==> src/rtl/syn_div_pkg.sv <==
package syn_div_pkg;
    localparam int MIN_RATIO = 16;

    typedef enum logic [1:0] {
        SEL_MAIN    = 2'd0,
        SEL_MAIN_Q  = 2'd1,
        SEL_MAIN_25 = 2'd2,
        SEL_AUX     = 2'd3
    } ref_sel_e;

    typedef enum logic {
        DIV_OFF = 1'b0,
        DIV_RUN = 1'b1
    } div_state_e;
endpackage

==> src/rtl/syn_prog_div.sv <==
module syn_prog_div
    import syn_div_pkg::*;
#(
    parameter int W = 16
) (
    input  logic         clk,
    input  logic         rst_n,
    input  logic         enable,
    input  logic         tick,
    input  logic [W-1:0] ratio,
    output logic         pulse,
    output logic         running
);
    localparam logic [W-1:0] MIN_R = W'(MIN_RATIO);

    div_state_e   state_q, state_d;
    logic [W-1:0] cnt_q;
    logic [W-1:0] active_q;
    logic [W-1:0] ratio_clamped;

    assign ratio_clamped = (ratio < MIN_R) ? MIN_R : ratio;

    always_comb begin
        state_d = state_q;
        unique case (state_q)
            DIV_OFF: if (enable)  state_d = DIV_RUN;
            DIV_RUN: if (!enable) state_d = DIV_OFF;
        endcase
    end

    always_ff @(posedge clk or negedge rst_n) begin
        if (!rst_n) state_q <= DIV_OFF;
        else        state_q <= state_d;
    end

    always_ff @(posedge clk or negedge rst_n) begin
        if (!rst_n) begin
            cnt_q    <= '0;
            active_q <= MIN_R;
            pulse    <= 1'b0;
        end else begin
            unique case (state_q)
                DIV_OFF: begin
                    cnt_q    <= '0;
                    pulse    <= 1'b0;
                    active_q <= ratio_clamped;
                end
                DIV_RUN: begin
                    if (!enable) begin
                        cnt_q <= '0;
                        pulse <= 1'b0;
                    end else if (tick) begin
                        if (cnt_q == active_q - W'(1)) begin
                            cnt_q    <= '0;
                            pulse    <= 1'b1;
                            active_q <= ratio_clamped;
                        end else begin
                            cnt_q <= cnt_q + W'(1);
                            pulse <= 1'b0;
                        end
                    end else begin
                        pulse <= 1'b0;
                    end
                end
            endcase
        end
    end

    assign running = (state_q == DIV_RUN);
endmodule

==> src/rtl/syn_fixed_div.sv <==
module syn_fixed_div #(
    parameter int DIV = 4
) (
    input  logic clk,
    input  logic rst_n,
    input  logic active,
    input  logic in_pulse,
    output logic out_pulse
);
    localparam int CW = $clog2(DIV + 1);
    localparam logic [CW-1:0] LAST = CW'(DIV - 1);

    logic [CW-1:0] cnt_q;

    always_ff @(posedge clk or negedge rst_n) begin
        if (!rst_n) begin
            cnt_q     <= '0;
            out_pulse <= 1'b0;
        end else if (!active) begin
            cnt_q     <= '0;
            out_pulse <= 1'b0;
        end else if (in_pulse) begin
            if (cnt_q == LAST) begin
                cnt_q     <= '0;
                out_pulse <= 1'b1;
            end else begin
                cnt_q     <= cnt_q + CW'(1);
                out_pulse <= 1'b0;
            end
        end else begin
            out_pulse <= 1'b0;
        end
    end
endmodule

==> src/rtl/syn_ref_route.sv <==
module syn_ref_route
    import syn_div_pkg::*;
(
    input  ref_sel_e sel,
    input  logic     main_p,
    input  logic     quarter_p,
    input  logic     slow_p,
    input  logic     aux_p,
    output logic     ref_p
);
    always_comb begin
        unique case (sel)
            SEL_MAIN:    ref_p = main_p;
            SEL_MAIN_Q:  ref_p = quarter_p;
            SEL_MAIN_25: ref_p = slow_p;
            SEL_AUX:     ref_p = aux_p;
        endcase
    end
endmodule

==> src/rtl/syn_div_bank.sv <==
module syn_div_bank
    import syn_div_pkg::*;
#(
    parameter int REF_W  = 12,
    parameter int AUX_W  = 14,
    parameter int CH_W   = 16,
    parameter int Q_DIV  = 4,
    parameter int S_DIV  = 25
) (
    input  logic             clk,
    input  logic             rst_n,
    input  logic             ref_en,
    input  logic [REF_W-1:0] ref_ratio,
    input  logic             aux_en,
    input  logic [AUX_W-1:0] aux_ratio,
    input  logic             tx_en,
    input  logic [CH_W-1:0]  tx_ratio,
    input  logic             tx_fb,
    input  logic             rx_en,
    input  logic [CH_W-1:0]  rx_ratio,
    input  logic             rx_fb,
    input  logic [1:0]       tx_ref_sel,
    input  logic [1:0]       rx_ref_sel,
    input  logic             test_mode,
    output logic             tx_ref_pulse,
    output logic             rx_ref_pulse,
    output logic             tx_div_pulse,
    output logic             rx_div_pulse,
    output logic             tx_ps,
    output logic             rx_ps
);
    localparam int NLOOP = 2;

    logic main_p, main_run, quarter_p, slow_p, aux_p, aux_run;

    syn_prog_div #(.W(REF_W)) u_main (
        .clk(clk), .rst_n(rst_n), .enable(ref_en), .tick(1'b1),
        .ratio(ref_ratio), .pulse(main_p), .running(main_run)
    );

    syn_prog_div #(.W(AUX_W)) u_aux (
        .clk(clk), .rst_n(rst_n), .enable(aux_en), .tick(1'b1),
        .ratio(aux_ratio), .pulse(aux_p), .running(aux_run)
    );

    syn_fixed_div #(.DIV(Q_DIV)) u_quarter (
        .clk(clk), .rst_n(rst_n), .active(main_run),
        .in_pulse(main_p), .out_pulse(quarter_p)
    );

    syn_fixed_div #(.DIV(S_DIV)) u_slow (
        .clk(clk), .rst_n(rst_n), .active(main_run),
        .in_pulse(main_p), .out_pulse(slow_p)
    );

    logic [CH_W-1:0] ch_ratio [NLOOP];
    logic            ch_en    [NLOOP];
    logic            ch_fb    [NLOOP];
    logic [1:0]      ch_sel   [NLOOP];
    logic            ch_pulse [NLOOP];
    logic            ch_run   [NLOOP];
    logic            ch_ref   [NLOOP];
    logic            ch_ps    [NLOOP];

    assign ch_ratio[0] = tx_ratio;
    assign ch_ratio[1] = rx_ratio;
    assign ch_en[0]    = tx_en;
    assign ch_en[1]    = rx_en;
    assign ch_fb[0]    = tx_fb;
    assign ch_fb[1]    = rx_fb;
    assign ch_sel[0]   = tx_ref_sel;
    assign ch_sel[1]   = rx_ref_sel;

    for (genvar g = 0; g < NLOOP; g++) begin : g_loop
        syn_prog_div #(.W(CH_W)) u_ch (
            .clk(clk), .rst_n(rst_n), .enable(ch_en[g]), .tick(ch_fb[g]),
            .ratio(ch_ratio[g]), .pulse(ch_pulse[g]), .running(ch_run[g])
        );

        syn_ref_route u_route (
            .sel(ref_sel_e'(ch_sel[g])), .main_p(main_p),
            .quarter_p(quarter_p), .slow_p(slow_p), .aux_p(aux_p),
            .ref_p(ch_ref[g])
        );

        assign ch_ps[g] = test_mode ? ch_pulse[g] : !ch_run[g];
    end

    assign tx_ref_pulse = ch_ref[0];
    assign rx_ref_pulse = ch_ref[1];
    assign tx_div_pulse = ch_pulse[0];
    assign rx_div_pulse = ch_pulse[1];
    assign tx_ps        = ch_ps[0];
    assign rx_ps        = ch_ps[1];
endmodule

==> config.mk <==
export PLATFORM = sky130hd
export DESIGN_NAME = syn_div_bank
export DESIGN_NICKNAME = d
export VERILOG_FILES = /design/src/rtl/syn_div_pkg.sv /design/src/rtl/syn_prog_div.sv /design/src/rtl/syn_fixed_div.sv /design/src/rtl/syn_ref_route.sv /design/src/rtl/syn_div_bank.sv
export SDC_FILE = /design/constraint.sdc
export NUM_CORES = 1
export LEC_CHECK = 0
export BUFFER_PORTS_ARGS = -buffer_cell sky130_fd_sc_hd__buf_2
export CORE_AREA = 2 2 142 144
export DETAILED_ROUTE_END_ITERATION = 6
export DIE_AREA = 0 0 144 146
export SLEW_MARGIN = 20
export SYNTH_ARGS = -nofsm -noshare
export SYNTH_HDL_FRONTEND = slang
export SYNTH_SLANG_ARGS = --single-unit
==> constraint.sdc <==
create_clock -name clk -period 9.1 [get_ports clk]
set_clock_uncertainty 0.05 [all_clocks]
set_input_delay 1.82 -clock clk [delete_from_list [all_inputs] [get_ports clk]]
set_output_delay 1.82 -clock clk [all_outputs]
set_load 0.03 [all_outputs]
# == Yosys cells after proc, flatten, opt, wreduce, memory -nomap -nowiden ==
# Cells that the tools add are included.
# op_classes
n_addsub,10
order_cmp,4
eq_ne,25
muxes,66
bitwise,4
n_reduce_logical,8
# op_table
operator,n
2-to-1 mux 16 bit,14
one-hot mux 16 bit (2 select lines),4
2-to-1 mux 14 bit,5
2-to-1 mux 12 bit,5
one-hot mux 14 bit (2 select lines),2
one-hot mux 12 bit (2 select lines),2
"adder 16 x 1 -> 16 bit, second input constant",2
equality test 16 bit,2
"less-than comparator 16 x 5 -> 1 bit, second input constant",2
"subtractor 16 x 1 -> 16 bit, second input constant",2
2-to-1 mux 1 bit,22
"inequality test 2 bit, second input constant",10
2-to-1 mux 5 bit,3
"adder 14 x 1 -> 14 bit, second input constant",1
equality test 14 bit,1
"less-than comparator 14 x 5 -> 1 bit, second input constant",1
"subtractor 14 x 1 -> 14 bit, second input constant",1
"adder 12 x 1 -> 12 bit, second input constant",1
equality test 12 bit,1
"less-than comparator 12 x 5 -> 1 bit, second input constant",1
"subtractor 12 x 1 -> 12 bit, second input constant",1
2-to-1 mux 3 bit,3
"equality test 2 bit, second input constant",4
one-hot mux 1 bit (2 select lines),4
other kinds (13),23
# totals
ff_bits,134
inputBits,71
out_inout_bits,6
wordCells,137

# == Longest topological paths before layout ==
# depth
ltp_word,6
ltp_mapped,12
ltp_nobuf,9

# == Hierarchy ==
# A second synthesis with hierarchy kept.
# hier_totals
cells_unflattened,900
hier_area_um2,8637.0
# by_module_without_submodules
mod,n_inst,cells_each,area_each_um2,seq_area_each_um2
syn_prog_div at g_loop[0].u_ch,1,255,2287.2,852.1
syn_prog_div at g_loop[1].u_ch,1,234,2258.4,852.1
syn_prog_div at u_aux,1,190,1874.3,752.0
syn_prog_div at u_main,1,169,1661.6,651.9
syn_fixed_div at u_slow,1,31,310.3,150.1
syn_fixed_div at u_quarter,1,14,178.9,100.1
syn_ref_route,2,1,22.5,0.0
syn_div_bank,1,5,21.3,0.0

# == Worst setup path after synthesis ==
# OpenSTA, ideal clock, no wires.
# synth_timing
kind,in2out
startpoint,input port test_mode
endpoint,output port rx_ps
arrival_ns,2.500
required_ns,7.230
slack_ns,4.730
cell_stages,1
n_path_buf,0
path_cell_list,o21ai_0
# synth_between
elab_chain_len,1
# synth_lines
element,line_no,rtl
"start, declared",syn_div_bank.sv:24,"input logic test_mode,"
2-to-1 mux 1 bit,syn_div_bank.sv:86,assign ch_ps[g] = test_mode ? ch_pulse[g] : !ch_run[g];
"end, declared",syn_div_bank.sv:30,output logic rx_ps
# No other way between the ends.

# == Worst setup path in the final report ==
# layout_timing
startpoint,input port tx_ref_sel[0]
endpoint,output port tx_ref_pulse
# layout_between
elab_chain_len,2
word_cells_on_any_way,5
cone_classes,eq/ne: 3; mux: 1; reduce/logical: 1
# layout_lines
element,line_no,rtl
"start, declared",syn_div_bank.sv:22,"input logic [1:0] tx_ref_sel,"
equality test 2 bit (tied with other cells),syn_ref_route.sv:12,unique case (sel)
one-hot mux 1 bit (4 select lines) (*),syn_ref_route.sv:12,
"end, declared",syn_div_bank.sv:25,"output logic tx_ref_pulse,"
# Every way passes the cells marked *; elsewhere a longest branch is shown, timed or not.

==> flow_summary_export.csv <==
group,metric,value,unit
outcome,status,"finished, final reports clean",
timing,slew-limit-headroom,0.371,
timing,setup_viol,0,
drt,drt-total-wl,18900,um
drt,vias,6810,
yosys,yosysSeqAreaShare,0.399,
placed_design,place_hpwl,13400,um
timing,timing.fmax,225,MHz
setup_path,cpPeakStageDelay,0.48,ns
timing,min_period_over_period,0.489,
setup_path,path_delay_family,"multiplexers",
yosys,syn_nets,993,
yosys,avgSynthCellArea,9.24,um^2
power_and_ir_drop,p_switching,414,uW
global_route,busiest_layer,"met2",
final_layout,nNetsFinal,1041,
drt,drt-wirelength-per-cell,15.3,um
clock_network,cts.htree.levels,4,
clock_network,cts_buffers,17,
timing,setup_slack,4.65,ns
power_and_ir_drop,power.share.clock,0.466,
global_route,use_met2,0.292,
final_layout,drive_gt1_frac,0.171,
setup_path,critPathKind,"input pin to primary output",
hold_path,holdCritPathClass,"flip-flop to flip-flop",
yosys,synth-edff-count,0,
global_route,grt_usage,0.185,
setup_path,r2r-start,"g_loop[0].u_ch.active_q[0]",
setup_path,start_kind,"input pin",
setup_path,r2r_slack,4.96,ns
yosys,synth_cell_type_count,72,
global_route,use_met3,0.0342,
flow_run,maxCapViolations,0,
clock_network,cts-root-buf,"clkbuf_16",
setup_path,critPathArrivalTime,2.58,ns
floorplanning,initial_core_util,0.435,
clock_network,cts.repair.resized,0,
yosys,ys.flop_type,"dfrtp_1",
global_route,grt_start_max_net_pins,76,
drt,drtIter0Drc,347,
power_and_ir_drop,power.density,166,mW/mm^2
power_and_ir_drop,leakagePower,0.00393,uW
global_route,grt_pass1_vias,6534,
clock_network,worstSkewPairLatency,0.43,ns
floorplanning,die_y,146,um
timing,rsz0062_at_grt,"false",
drt,first_pass_iters,5,
power_and_ir_drop,p_comb_frac,0.113,
hold_path,min_to,"u_quarter.cnt_q[2]",
timing,slew_violations,0,
setup_path,reg2reg_to,"g_loop[0].u_ch.cnt_q[10]",
power_and_ir_drop,p_int,1180,uW
setup_path,cp-end-kind,"primary output",
yosys,netlist_instances,911,
setup_path,critPathMostFrequentCell,"buf_2",
timing,fin_crit,4.45,ns
floorplanning,rows,51,
floorplanning,core,0.0193,mm^2
global_route,gr-total-overflow,0,
global_route,antenna_found_initial,0,
drt,drc,0,
power_and_ir_drop,p_sw_frac,0.259,
floorplanning,die_area,0.0210,mm^2
global_route,grt_pass1_wl,31800,um
clock_network,cts_setup_buffers,0,
placed_design,io_buffers,76,
setup_path,path_max_fanout,1,
yosys,netlist_area,0.00842,mm^2
placed_design,post-place-cells,1205,
placed_design,dp_slack,4.64,ns
global_route,met1_usage,0.260,
yosys,synthArstFlopShare,1.00,
clock_network,clkSlewWorstSetupHoldPaths,0.05,ns
final_layout,diodes,0,
setup_path,slowest_stage,"mux4_2",
final_layout,area_delta_synth_final,13.8,%
floorplanning,ios,77,
timing,holdWs,0.468,ns
final_layout,final_cells,1237,
setup_path,cp.required,7.23,ns
hold_path,hp-start,"u_quarter.cnt_q[2]",
timing,tightest_slew,0.944,ns
setup_path,path_cells,"buf_2 > mux4_2 > buf_2",
drt,via_per_inst,5.51,
clock_network,postCtsHoldBufs,0,
timing,hold_viol,0,
yosys,yosysWarnings,0,
placed_design,gp_congestion,0.813,
power_and_ir_drop,seq_power_share,0.421,
clock_network,cts_tree,"done",
floorplanning,chipWidth,144,um
hold_path,worst_hold_path.num_cells,2,
setup_path,path_buf_inv,2,
timing,tns,0,ns
drt,ant_nets,0,
setup_path,reg2reg_depth,9,
yosys,synth_seq_cells,134,
clock_network,clock_sink_count,134,
power_and_ir_drop,vdd_ir_drop_max,0.000114,V
clock_network,clockBufferDepth,2,
-- worst reg2reg max path, stage by stage (launching register included) --
cell      delay (ns)
dfrtp_1         0.42
inv_1           0.10
ha_1            0.33
or4b_1          0.61
nor3_1          0.31
mux2_2          0.36
o21ai_0         0.27
nand4_1         0.74
nand2_1         0.60
o311ai_0        0.19
-- final cells by class --
type	instances	area, um^2
clock buffers	21	460
clock inverters	11	174
fillers	1841	9750
inverters	37	139
multi-input cells	691	4720
flip-flops and latches	134	3360
well taps	265	332
repair buffers	78	402
-- logic make-up after synthesis --
| family | count (synthesis) | share of synthesized area |
|---|---|---|
| AOI/OAI and AO/OA | 123 | 0.108 |
| xor gates and xnor gates | 90 | 0.0936 |
| adders and majority gates | 11 | 0.0163 |
| buffers and inverters | 86 | 0.0415 |
| DFF | 134 | 0.399 |
| muxes | 70 | 0.0926 |
| and+or+nand+nor | 397 | 0.249 |
-- power by group through the flow --
stage | Combinational [uW] | Clock, uW | Sequential, uW
after floorplan | 136 | 0 | 662
after global placement | 179 | 0 | 681
after detailed placement | 181 | 0 | 681
after CTS | 182 | 758 | 671
after global routing | 204 | 788 | 677
final | 180 | 744 | 671
-- layer usage --
| layer | part of all wire | wire [um] |
|---|---|---|
| met1 | 0.50 | 9390 |
| met2 | 0.46 | 8760 |
| met3 | 0.028 | 525 |
| met4 | 0.012 | 222 |
| met5 | 0 | 0 |
-- synthesized netlist by cell type, drive strengths merged, types with 6 or more instances --
cell | count | area, um^2
buf | 9 | 60.1
nor3 | 39 | 206
nand3b | 6 | 45.0
or3 | 7 | 43.8
a21oi | 11 | 55.1
a211oi | 7 | 52.6
o21ai | 33 | 173
nor2 | 64 | 240
or2 | 6 | 37.5
nor2b | 6 | 37.5
mux2i | 25 | 250
and2 | 6 | 37.5
xor2 | 42 | 368
clkbuf | 40 | 150
ha | 11 | 138
or4 | 8 | 60.1
a31oi | 11 | 68.8
mux2 | 43 | 484
inv | 37 | 139
nand2 | 85 | 319
and4 | 6 | 52.6
xnor2 | 48 | 420
nand3 | 58 | 290
nand2b | 8 | 50.1
nor4 | 28 | 181
and3 | 22 | 138
o311ai | 15 | 131
dfrtp | 130 | 3250
nand4 | 27 | 169
-- cells in the final DEF, fill, tap and decap left out, types with 11 or more instances in the layout --
cell,instances
a21oi_1,11
a31oi_1,11
and3_1,22
buf_2,75
clkbuf_16,17
dfrtp_1,130
ha_1,11
inv_1,37
mux2_1,12
mux2_2,31
mux2i_1,25
nand2_1,85
nand3_1,58
nand4_1,27
nor2_1,62
nor3_1,38
nor4_1,27
o21ai_0,31
o311ai_0,15
xnor2_1,48
xor2_1,42
-- through the flow --
stage | total power, uW | utilization | instance area [um^2]
finish | 1600 | 0.496 | 9580
global route | 1670 | 0.496 | 9580
CTS | 1610 | 0.495 | 9580
detailed placement | 862 | 0.463 | 8940
global placement | 860 | 0.462 | 8940
floorplan | 798 | - | 8420
-- worst max path at each step --
stage                                    endpoint  cells past startpoint                  startpoint  slack (ns)
final                                tx_ref_pulse                      3               tx_ref_sel[0]        4.65
after global routing      g_loop[1].u_ch.cnt_q[8]                      9  g_loop[1].u_ch.active_q[0]        4.51
after CTS                            tx_ref_pulse                      3               tx_ref_sel[0]        4.64
after detailed placement             tx_ref_pulse                      3               tx_ref_sel[0]        4.64
after global placement               tx_ref_pulse                      3               tx_ref_sel[0]        4.66
after floorplan                             rx_ps                      1                   test_mode        4.73
-- flip-flops by register name, summed over array words and instances (netlist names) --
signal / count
u_slow.cnt_q: 5
u_quarter.out_pulse: 1
u_main.pulse: 1
u_main.active_q: 12
u_aux.running: 1
g_loop.u_ch.pulse: 2
u_main.cnt_q: 12
u_slow.out_pulse: 1
g_loop.u_ch.cnt_q: 32
u_aux.active_q: 14
u_quarter.cnt_q: 3
g_loop.u_ch.running: 2
g_loop.u_ch.active_q: 32
u_main.running: 1
u_aux.cnt_q: 14
u_aux.pulse: 1
Power figures use the tool's default switching activity.
